File: config.mk
export PLATFORM = sky130hd
export DESIGN_NAME = irq_vector_ctrl
export DESIGN_NICKNAME = d
export VERILOG_FILES = /design/src/rtl/vic_pkg.sv /design/src/rtl/vic_prio_enc.sv /design/src/rtl/vic_req_mask.sv /design/src/rtl/vic_seq.sv /design/src/rtl/irq_vector_ctrl.sv
export SDC_FILE = /design/constraint.sdc
export NUM_CORES = 1
export LEC_CHECK = 0
export BUFFER_PORTS_ARGS = -buffer_cell sky130_fd_sc_hd__clkbuf_2
export CORE_MARGIN = 2
export CORE_UTILIZATION = 45
export DETAILED_ROUTE_END_ITERATION = 16
export GPL_TIMING_DRIVEN = 0
export PLACE_DENSITY = 0.72
export SYNTH_ARGS = -nofsm -noshare
export SYNTH_HDL_FRONTEND = slang
export SYNTH_SLANG_ARGS = --single-unit
File: constraint.sdc
create_clock -name clk -period 3.26 [get_ports clk]
set_input_delay 0.163 -clock clk [delete_from_list [all_inputs] [get_ports clk]]
set_output_delay 0.163 -clock clk [all_outputs]
set_load 0.05 [all_outputs]
File: src/rtl/vic_pkg.sv
package vic_pkg;

    typedef enum logic [2:0] {
        PH_IDLE    = 3'd0,
        PH_PUSH_LO = 3'd1,
        PH_PUSH_HI = 3'd2,
        PH_PUSH_FL = 3'd3,
        PH_POP_FL  = 3'd4,
        PH_POP_HI  = 3'd5,
        PH_POP_LO  = 3'd6
    } vic_phase_e;

    localparam logic [1:0] SEL_REQ_LO  = 2'd0;
    localparam logic [1:0] SEL_REQ_HI  = 2'd1;
    localparam logic [1:0] SEL_MASK_LO = 2'd2;
    localparam logic [1:0] SEL_MASK_HI = 2'd3;

endpackage

File: src/rtl/vic_prio_enc.sv
module vic_prio_enc #(
    parameter  int N    = 15,
    localparam int ID_W = $clog2(N)
) (
    input  logic [N-1:0]    vec,
    output logic            found,
    output logic [N-1:0]    sel,
    output logic [ID_W-1:0] id
);

    // seen[i] is set when any bit below i is set
    logic [N:0] seen;
    assign seen[0] = 1'b0;

    for (genvar gi = 0; gi < N; gi++) begin : g_chain
        assign sel[gi]    = vec[gi] & ~seen[gi];
        assign seen[gi+1] = seen[gi] | vec[gi];
    end

    assign found = seen[N];

    always_comb begin
        id = '0;
        for (int i = 0; i < N; i++) begin
            if (sel[i]) id = id | ID_W'(i);
        end
    end

endmodule

File: src/rtl/vic_req_mask.sv
module vic_req_mask
    import vic_pkg::*;
#(
    parameter  int NUM_SRC = 15,
    parameter  int LO_BITS = 7,
    parameter  int DATA_W  = 8,
    localparam int HI_BITS = NUM_SRC - LO_BITS
) (
    input  logic               clk,
    input  logic               rst_n,
    input  logic [NUM_SRC-1:0] irq_pulse,
    input  logic               wr_en,
    input  logic [1:0]         wr_sel,
    input  logic [DATA_W-1:0]  wr_data,
    input  logic               gie_set,
    input  logic               gie_clr,
    input  logic               ack,
    input  logic [NUM_SRC-1:0] ack_sel,
    input  logic               restore,
    input  logic [1:0]         rd_sel,
    output logic [DATA_W-1:0]  rd_data,
    output logic [NUM_SRC-1:0] req_o,
    output logic [NUM_SRC-1:0] mask_o,
    output logic               gie_o
);

    typedef struct packed {
        logic [NUM_SRC-1:0] req;
        logic [NUM_SRC-1:0] mask;
        logic               gie;
    } rm_state_t;

    rm_state_t st_d, st_q;

    always_comb begin
        st_d = st_q;
        if (wr_en) begin
            case (wr_sel)
                SEL_REQ_LO:  st_d.req[LO_BITS-1:0]        = wr_data[LO_BITS-1:0];
                SEL_REQ_HI:  st_d.req[NUM_SRC-1:LO_BITS]  = wr_data[HI_BITS-1:0];
                SEL_MASK_LO: begin
                    st_d.mask[LO_BITS-1:0] = wr_data[LO_BITS-1:0];
                    st_d.gie               = wr_data[DATA_W-1];
                end
                default:     st_d.mask[NUM_SRC-1:LO_BITS] = wr_data[HI_BITS-1:0];
            endcase
        end
        // later lines win: write < set < clr < restore < ack
        if (gie_set) st_d.gie = 1'b1;
        if (gie_clr) st_d.gie = 1'b0;
        if (restore) st_d.gie = 1'b1;
        if (ack) begin
            st_d.req = st_d.req & ~ack_sel;
            st_d.gie = 1'b0;
        end
        // hardware pulses override any clear in the same cycle
        st_d.req = st_d.req | irq_pulse;
    end

    always_ff @(posedge clk or negedge rst_n) begin
        if (!rst_n) st_q <= '0;
        else        st_q <= st_d;
    end

    always_comb begin
        rd_data = '0;
        case (rd_sel)
            SEL_REQ_LO:  rd_data[LO_BITS-1:0] = st_q.req[LO_BITS-1:0];
            SEL_REQ_HI:  rd_data[HI_BITS-1:0] = st_q.req[NUM_SRC-1:LO_BITS];
            SEL_MASK_LO: begin
                rd_data[LO_BITS-1:0] = st_q.mask[LO_BITS-1:0];
                rd_data[DATA_W-1]    = st_q.gie;
            end
            default:     rd_data[HI_BITS-1:0] = st_q.mask[NUM_SRC-1:LO_BITS];
        endcase
    end

    assign req_o  = st_q.req;
    assign mask_o = st_q.mask;
    assign gie_o  = st_q.gie;

    assert_pulse_sets_R2: assert property (@(posedge clk) disable iff (!rst_n)
        (irq_pulse != '0) |=> ((st_q.req & $past(irq_pulse)) == $past(irq_pulse)));

    assert_ack_drops_gie_R5: assert property (@(posedge clk) disable iff (!rst_n)
        ack |=> !st_q.gie);

    assert_disable_keeps_enables_R4: assert property (@(posedge clk) disable iff (!rst_n)
        (gie_clr && !restore && !(wr_en && (wr_sel == SEL_MASK_LO || wr_sel == SEL_MASK_HI)))
        |=> (!st_q.gie && $stable(st_q.mask)));

endmodule

File: src/rtl/vic_seq.sv
module vic_seq
    import vic_pkg::*;
#(
    parameter int ADDR_W = 16,
    parameter int DATA_W = 8,
    parameter int SP_W   = 8
) (
    input  logic              clk,
    input  logic              rst_n,
    input  logic              take,
    input  logic              iret_req,
    input  logic              halt_cmd,
    input  logic [ADDR_W-1:0] pc_in,
    input  logic [DATA_W-1:0] flags_in,
    input  logic [SP_W-1:0]   sp_in,
    input  logic [DATA_W-1:0] stk_rdata,
    output logic              busy,
    output logic              halted,
    output logic              stk_we,
    output logic              stk_re,
    output logic [SP_W-1:0]   stk_addr,
    output logic [DATA_W-1:0] stk_wdata,
    output logic              sp_wr,
    output logic [SP_W-1:0]   sp_new,
    output logic              restore_valid,
    output logic [ADDR_W-1:0] restore_pc,
    output logic [DATA_W-1:0] restore_flags
);

    typedef struct packed {
        vic_phase_e        phase;
        logic [ADDR_W-1:0] pc;
        logic [DATA_W-1:0] flags;
        logic [SP_W-1:0]   sp;
        logic [DATA_W-1:0] pchi;
        logic              halted;
    } seq_state_t;

    seq_state_t st_d, st_q;

    always_comb begin
        st_d          = st_q;
        stk_we        = 1'b0;
        stk_re        = 1'b0;
        stk_addr      = '0;
        stk_wdata     = '0;
        sp_wr         = 1'b0;
        sp_new        = '0;
        restore_valid = 1'b0;
        restore_pc    = '0;
        restore_flags = '0;
        case (st_q.phase)
            PH_IDLE: begin
                if (take) begin
                    st_d.phase = PH_PUSH_LO;
                    st_d.pc    = pc_in;
                    st_d.flags = flags_in;
                    st_d.sp    = sp_in;
                end else if (iret_req) begin
                    st_d.phase = PH_POP_FL;
                    st_d.sp    = sp_in;
                end
            end
            PH_PUSH_LO: begin
                stk_we     = 1'b1;
                stk_addr   = st_q.sp - SP_W'(1);
                stk_wdata  = st_q.pc[DATA_W-1:0];
                st_d.phase = PH_PUSH_HI;
            end
            PH_PUSH_HI: begin
                stk_we     = 1'b1;
                stk_addr   = st_q.sp - SP_W'(2);
                stk_wdata  = DATA_W'(st_q.pc >> DATA_W);
                st_d.phase = PH_PUSH_FL;
            end
            PH_PUSH_FL: begin
                stk_we     = 1'b1;
                stk_addr   = st_q.sp - SP_W'(3);
                stk_wdata  = st_q.flags;
                sp_wr      = 1'b1;
                sp_new     = st_q.sp - SP_W'(3);
                st_d.phase = PH_IDLE;
            end
            PH_POP_FL: begin
                stk_re     = 1'b1;
                stk_addr   = st_q.sp;
                st_d.flags = stk_rdata;
                st_d.phase = PH_POP_HI;
            end
            PH_POP_HI: begin
                stk_re     = 1'b1;
                stk_addr   = st_q.sp + SP_W'(1);
                st_d.pchi  = stk_rdata;
                st_d.phase = PH_POP_LO;
            end
            PH_POP_LO: begin
                stk_re        = 1'b1;
                stk_addr      = st_q.sp + SP_W'(2);
                restore_valid = 1'b1;
                restore_pc    = ADDR_W'({st_q.pchi, stk_rdata});
                restore_flags = st_q.flags;
                sp_wr         = 1'b1;
                sp_new        = st_q.sp + SP_W'(3);
                st_d.phase    = PH_IDLE;
            end
            default: st_d.phase = PH_IDLE;
        endcase
        if (take)          st_d.halted = 1'b0;
        else if (halt_cmd) st_d.halted = 1'b1;
    end

    always_ff @(posedge clk or negedge rst_n) begin
        if (!rst_n) st_q <= '0;
        else        st_q <= st_d;
    end

    assign busy   = (st_q.phase != PH_IDLE);
    assign halted = st_q.halted;

    assert_push_after_take_R7: assert property (@(posedge clk) disable iff (!rst_n)
        take |=> (stk_we && stk_addr == SP_W'($past(sp_in) - SP_W'(1))
                  && stk_wdata == $past(pc_in[DATA_W-1:0])));

    assert_pop_after_iret_R8: assert property (@(posedge clk) disable iff (!rst_n)
        (!busy && !take && iret_req) |=> (stk_re && stk_addr == $past(sp_in)));

    assert_take_only_idle_R10: assert property (@(posedge clk) disable iff (!rst_n)
        busy |-> !take);

    assert_halt_clears_R9: assert property (@(posedge clk) disable iff (!rst_n)
        take |=> !halted);

endmodule

File: src/rtl/irq_vector_ctrl.sv
module irq_vector_ctrl #(
    parameter  int NUM_SRC  = 15,
    parameter  int LO_BITS  = 7,
    parameter  int DATA_W   = 8,
    parameter  int ADDR_W   = 16,
    parameter  int SP_W     = 8,
    parameter  int VEC_BASE = 2,
    localparam int ID_W     = $clog2(NUM_SRC)
) (
    input  logic               clk,
    input  logic               rst_n,
    input  logic [NUM_SRC-1:0] irq_pulse,
    input  logic               reg_wr_en,
    input  logic [1:0]         reg_wr_sel,
    input  logic [DATA_W-1:0]  reg_wr_data,
    input  logic [1:0]         reg_rd_sel,
    output logic [DATA_W-1:0]  reg_rd_data,
    input  logic               gie_set,
    input  logic               gie_clr,
    input  logic               cpu_boundary,
    input  logic               halt_cmd,
    input  logic               iret_req,
    input  logic [ADDR_W-1:0]  pc_in,
    input  logic [DATA_W-1:0]  flags_in,
    input  logic [SP_W-1:0]    sp_in,
    output logic               int_ack,
    output logic [ID_W-1:0]    irq_id,
    output logic [ADDR_W-1:0]  vec_addr,
    output logic               halted,
    output logic               stk_we,
    output logic               stk_re,
    output logic [SP_W-1:0]    stk_addr,
    output logic [DATA_W-1:0]  stk_wdata,
    input  logic [DATA_W-1:0]  stk_rdata,
    output logic               sp_wr,
    output logic [SP_W-1:0]    sp_new,
    output logic               restore_valid,
    output logic [ADDR_W-1:0]  restore_pc,
    output logic [DATA_W-1:0]  restore_flags
);

    logic [NUM_SRC-1:0] req, mask, pend_en, win_sel;
    logic               gie, found, busy, take;
    logic [ID_W-1:0]    win_id;

    vic_req_mask #(.NUM_SRC(NUM_SRC), .LO_BITS(LO_BITS), .DATA_W(DATA_W)) u_regs (
        .clk       (clk),
        .rst_n     (rst_n),
        .irq_pulse (irq_pulse),
        .wr_en     (reg_wr_en),
        .wr_sel    (reg_wr_sel),
        .wr_data   (reg_wr_data),
        .gie_set   (gie_set),
        .gie_clr   (gie_clr),
        .ack       (take),
        .ack_sel   (win_sel),
        .restore   (restore_valid),
        .rd_sel    (reg_rd_sel),
        .rd_data   (reg_rd_data),
        .req_o     (req),
        .mask_o    (mask),
        .gie_o     (gie)
    );

    assign pend_en = req & mask;

    vic_prio_enc #(.N(NUM_SRC)) u_prio (
        .vec   (pend_en),
        .found (found),
        .sel   (win_sel),
        .id    (win_id)
    );

    assign take = !busy && !iret_req && gie && found && (cpu_boundary || halted);

    vic_seq #(.ADDR_W(ADDR_W), .DATA_W(DATA_W), .SP_W(SP_W)) u_seq (
        .clk           (clk),
        .rst_n         (rst_n),
        .take          (take),
        .iret_req      (iret_req),
        .halt_cmd      (halt_cmd),
        .pc_in         (pc_in),
        .flags_in      (flags_in),
        .sp_in         (sp_in),
        .stk_rdata     (stk_rdata),
        .busy          (busy),
        .halted        (halted),
        .stk_we        (stk_we),
        .stk_re        (stk_re),
        .stk_addr      (stk_addr),
        .stk_wdata     (stk_wdata),
        .sp_wr         (sp_wr),
        .sp_new        (sp_new),
        .restore_valid (restore_valid),
        .restore_pc    (restore_pc),
        .restore_flags (restore_flags)
    );

    assign int_ack  = take;
    assign irq_id   = win_id;
    assign vec_addr = ADDR_W'(VEC_BASE) + (ADDR_W'(win_id) << 1);

    assert_winner_lowest_R5: assert property (@(posedge clk) disable iff (!rst_n)
        int_ack |-> ((pend_en & ((NUM_SRC'(1) << irq_id) - NUM_SRC'(1))) == '0));

    assert_taken_is_enabled_R6: assert property (@(posedge clk) disable iff (!rst_n)
        int_ack |-> ((req & mask & (NUM_SRC'(1) << irq_id)) != '0));

    assert_return_reenables_R8: assert property (@(posedge clk) disable iff (!rst_n)
        restore_valid |=> gie);

    assert_no_ack_in_push_R10: assert property (@(posedge clk) disable iff (!rst_n)
        stk_we |-> !int_ack);

endmodule

==> qor.log <==
qor: clocking.cts.sinks 75
qor: logic_synthesis.ys_async_sr_fraction 100%
qor: place.port_buffers 143
qor: die.core.rowCount 38
qor: die.placeableCoreArea 11000 um^2
qor: route.ant_nets_after_route 0
qor: worst_setup_path.critPathArrivalTime 2.99 ns
qor: worst_setup_path.reg2reg_launch_point u_regs.mask_o[12]$_DFFE_PN0P_
qor: worst_setup_path.cpMaxStageDelayCell sky130_fd_sc_hd__ha_1
qor: worst_setup_path.worst_r2r_path_depth 5
qor: worst_setup_path.rr_endpoint u_seq.st_q[16]$_DFFE_PN0P_
qor: finish.drive_above_1_share 39.1%
qor: clocking.cts_tree done
qor: power.ir_drop 0.000896 V
qor: place.placedCellCount 822
qor: logic_synthesis.synth_cell_type_count 59
qor: global_route.grt-ovfl-total 0
qor: global_route.grt_pass1_wl 24100 um
qor: timing.maxClockFrequency 317 MHz
qor: logic_synthesis.synth_edf_count 0
qor: finish.postLayoutCoreUtil 60.3%
qor: die.initial_core_util 46.6%
qor: timing.timing.final.hold_violations 0
qor: timing.clock-skew-final 0.0105 ns
qor: worst_hold_path.hp-class in2reg
qor: timing.worst_pin_slew 0.694 ns
qor: logic_synthesis.sequential_element_share_of_the_synthesized_area 36.7%
qor: worst_setup_path.setup.worst_path.end_class output port
qor: route.vias_per_cell 5.82
qor: worst_setup_path.crit_path_max_fanout 14
qor: global_route.grt_use_total 24.4%
qor: finish.finish.cell_count_without_fillers 849
qor: route.number_of_optimization_iterations_in_the_first_detailed_route_pass 5
qor: clocking.numCtsBuffers 9
qor: timing.unrepaired_setup_endpoints_after_global_routing no
qor: route.drt_iter0_markers 308
qor: finish.area_growth 29.3%
qor: place.gpl.final_weighted_congestion 0.923
qor: die.floorplan.die.height 111 um
qor: timing.worst_slew_margin_rel 53.7%
qor: logic_synthesis.synthesis.area 5120 um^2
qor: run.max_cap_violations 0
qor: clocking.clkLatencyLatePin 0.35 ns
qor: worst_setup_path.worst-path-stages 10
qor: worst_setup_path.reg2reg_slack 0.70 ns
qor: logic_synthesis.post_synthesis_sequential_element_count 75
qor: power.pwr_density_cell 1090 nW/um^2
qor: clocking.clk_root_buffer_cell sky130_fd_sc_hd__clkbuf_16
qor: route.detail_route.drc_violations 0
qor: finish.num_antenna_cells 0
qor: global_route.globalRouteMet3Util 6.20%
qor: finish.finish.net_count 795
qor: worst_setup_path.worstSetupStartpoint u_seq.st_q[42]$_DFFE_PN0P_
qor: place.placedInstanceArea 6090 um^2
qor: worst_setup_path.critPathTopFamily compound AO/OA/AOI/OAI gates
qor: route.via_total_after_detailed_routing 4944
qor: worst_setup_path.worstSetupEndpoint stk_addr[7]
qor: timing.postLayoutSetupSlackWorst 0.110 ns
qor: worst_setup_path.cp.required 3.10 ns
qor: worst_hold_path.holdCritStartpoint irq_pulse[2]
qor: power.leakage_power 3.21 nW
qor: logic_synthesis.yosys_warnings 0
qor: finish.postLayoutCellArea 6620 um^2
qor: logic_synthesis.ys.flop_type sky130_fd_sc_hd__dfrtp_1
qor: global_route.grt_busiest_layer met2
qor: die.die_area 12200 um^2
qor: clocking.cts-htree-levels 3
qor: clocking.clockBufferDepth 2
qor: global_route.grt.met2_usage 40.8%
qor: worst_setup_path.cpPeakStageDelay 0.36 ns
qor: global_route.global_route.usage.met1 31.5%
qor: die.die-width 111 um
qor: route.wl 15200 um
qor: global_route.grt_max_degree 47
qor: worst_setup_path.crit_buf_inv 3
qor: timing.timing.final.setup_violations 0
qor: clocking.clk_transition_reported_paths 0.06 ns
qor: worst_setup_path.start_kind flop
qor: worst_setup_path.path_class reg2out
qor: timing.finalCriticalPeriod 3.15 ns
qor: global_route.grt_pass1_vias 4759
qor: outcome.run_status finished, final reports clean
qor: route.drt-wirelength-per-cell 17.9 um
qor: logic_synthesis.mean_syn_cell_area 9.69 um^2
qor: timing.fin_crit_sh 96.6%
qor: global_route.antenna_violations_before_repair 0
qor: place.dp_slack -0.633 ns
qor: timing.fin_hold_ws 0.00360 ns
qor: logic_synthesis.postSynthCellCount 528
qor: worst_setup_path.worstPathCellList clkbuf_2 > nor2b_4 > nand2_2 > clkbuf_8 > ha_1 > a21o_1 > a41o_1 > mux2_2 > a221o_1 > buf_4
qor: place.dp_hpwl 11400 um
qor: die.boundaryPins 157
qor: timing.timing.final.max_slew_violations 0
Yosys cell counts, drive strengths merged (10+ instances only):
library cell / number / area (um^2)
dfrtp: 75 / 1880
mux2: 52 / 586
nor2: 45 / 169
nand2: 37 / 139
a21oi: 34 / 174
and3: 25 / 156
clkbuf: 24 / 90.1
buf: 18 / 139
mux2i: 18 / 180
o21ai: 17 / 88.8
nand3: 15 / 75.1
ha: 14 / 175
a21o: 12 / 90.1
inv: 12 / 45.0
xor2: 10 / 87.6
report_power, final:
part | leakage, nW | switching (mW) | total, mW | internal, mW
registers | 0.851 | 0.303 | 1.56 | 1.26
clock network | 0.149 | 0.404 | 0.986 | 0.582
logic | 2.21 | 3.01 | 4.66 | 1.65
area by class of cell:
| cell class | count | area [um^2] |
|---|---|---|
| plain buffers | 41 | 254 |
| clock buffers | 12 | 267 |
| clock inverters | 4 | 31.3 |
| fillers | 954 | 4370 |
| inverters | 12 | 45.0 |
| multi-input cells | 409 | 3120 |
| flip-flops and latches | 75 | 1880 |
| well taps | 140 | 175 |
| repair buffers | 156 | 846 |
state kept, by name, indices dropped and copies added, names as in the netlist:
register and cells:
u_regs.gie_o 1, u_seq.halted 1, u_seq.st_q 43, u_regs.req_o 15, u_regs.mask_o 15
cell families (layout without fill, tap and decap cells):
logic type	count (synthesis)	after routing	synth area share (%)
AND/OR/NAND/NOR	165	165	16.1
AO/OA/AOI/OAI	124	124	16.8
multiplexers	77	77	18.1
flip-flops	75	75	36.7
buffers and inverters	54	225	5.36
adder cells (fa/ha/maj)	16	16	4.21
XOR/XNOR	16	16	2.74
other	1	11	0.0733
layer usage:
metal	share of wire, %	vias to the layer above
li1	-	2289
met1	42	2407
met2	49	225
met3	7.5	23
met4	1.8	0
met5	0	-
worst min-delay path by stage:
| stage | endpoint | cells after the start |
|---|---|---|
| 2_1_floorplan | u_regs.gie_o$_DFFE_PN0P_ | 0 |
| 5_1_grt | u_regs.req_o[10]$_DFF_PN0_ | 2 |
| 3_3_place_gp | u_regs.req_o[2]$_DFF_PN0_ | 2 |
| 4_1_cts | u_regs.req_o[2]$_DFF_PN0_ | 2 |
| 3_5_place_dp | u_regs.mask_o[2]$_DFFE_PN0P_ | 1 |
| 6_report | u_regs.req_o[2]$_DFF_PN0_ | 2 |
stage by stage:
| step | power (mW) | setup TNS (ns) |
|---|---|---|
| floorplan | 4.91 | -0.00920 |
| global placement | 5.80 | -1.74 |
| detailed placement | 5.90 | -2.23 |
| CTS | 7.02 | 0 |
| global route | 7.64 | 0 |
| finish | 7.21 | 0 |
worst register-to-register path, delay by kind of cell, from the launching register on:
family / cells / cell delay [ns]
compound gates: 3 / 1.25
flops: 1 / 0.41
mux: 1 / 0.40
simple gates: 1 / 0.38
timing repair:
item / 4_1_cts / 5_1_grt
pin swaps: 3 / 4
gates resized for setup: 18 / 24
hold buffers: 1 / 0
buffers inserted: 3 / 8
hold endpoints to repair: 29 / 0
setup endpoints to repair: 9 / 5
layout by cell type (no fill, tap or decap), types with 6 or more instances in the layout:
| cell | synthesis | routed |
|---|---|---|
| sky130_fd_sc_hd__conb_1 | 1 | 11 |
| sky130_fd_sc_hd__mux4_2 | 6 | 6 |
| sky130_fd_sc_hd__buf_6 | 4 | 6 |
| sky130_fd_sc_hd__a21o_1 | 12 | 12 |
| sky130_fd_sc_hd__xor2_1 | 10 | 9 |
| sky130_fd_sc_hd__dfrtp_1 | 75 | 73 |
| sky130_fd_sc_hd__clkbuf_16 | 0 | 9 |
| sky130_fd_sc_hd__a21oi_1 | 33 | 32 |
| sky130_fd_sc_hd__a22o_1 | 8 | 8 |
| sky130_fd_sc_hd__nand3_1 | 15 | 15 |
| sky130_fd_sc_hd__and3_1 | 25 | 25 |
| sky130_fd_sc_hd__nor3_1 | 9 | 9 |
| sky130_fd_sc_hd__mux2i_1 | 18 | 18 |
| sky130_fd_sc_hd__nor2_1 | 45 | 44 |
| sky130_fd_sc_hd__xnor2_1 | 6 | 6 |
| sky130_fd_sc_hd__o21bai_1 | 8 | 8 |
| sky130_fd_sc_hd__ha_1 | 14 | 10 |
| sky130_fd_sc_hd__inv_1 | 12 | 11 |
| sky130_fd_sc_hd__clkbuf_1 | 24 | 18 |
| sky130_fd_sc_hd__nand2_1 | 37 | 35 |
| sky130_fd_sc_hd__o21ai_0 | 16 | 14 |
| sky130_fd_sc_hd__mux2_2 | 52 | 52 |
| sky130_fd_sc_hd__buf_4 | 11 | 24 |
| sky130_fd_sc_hd__clkbuf_2 | 0 | 142 |
Power figures use the tool's default switching activity.
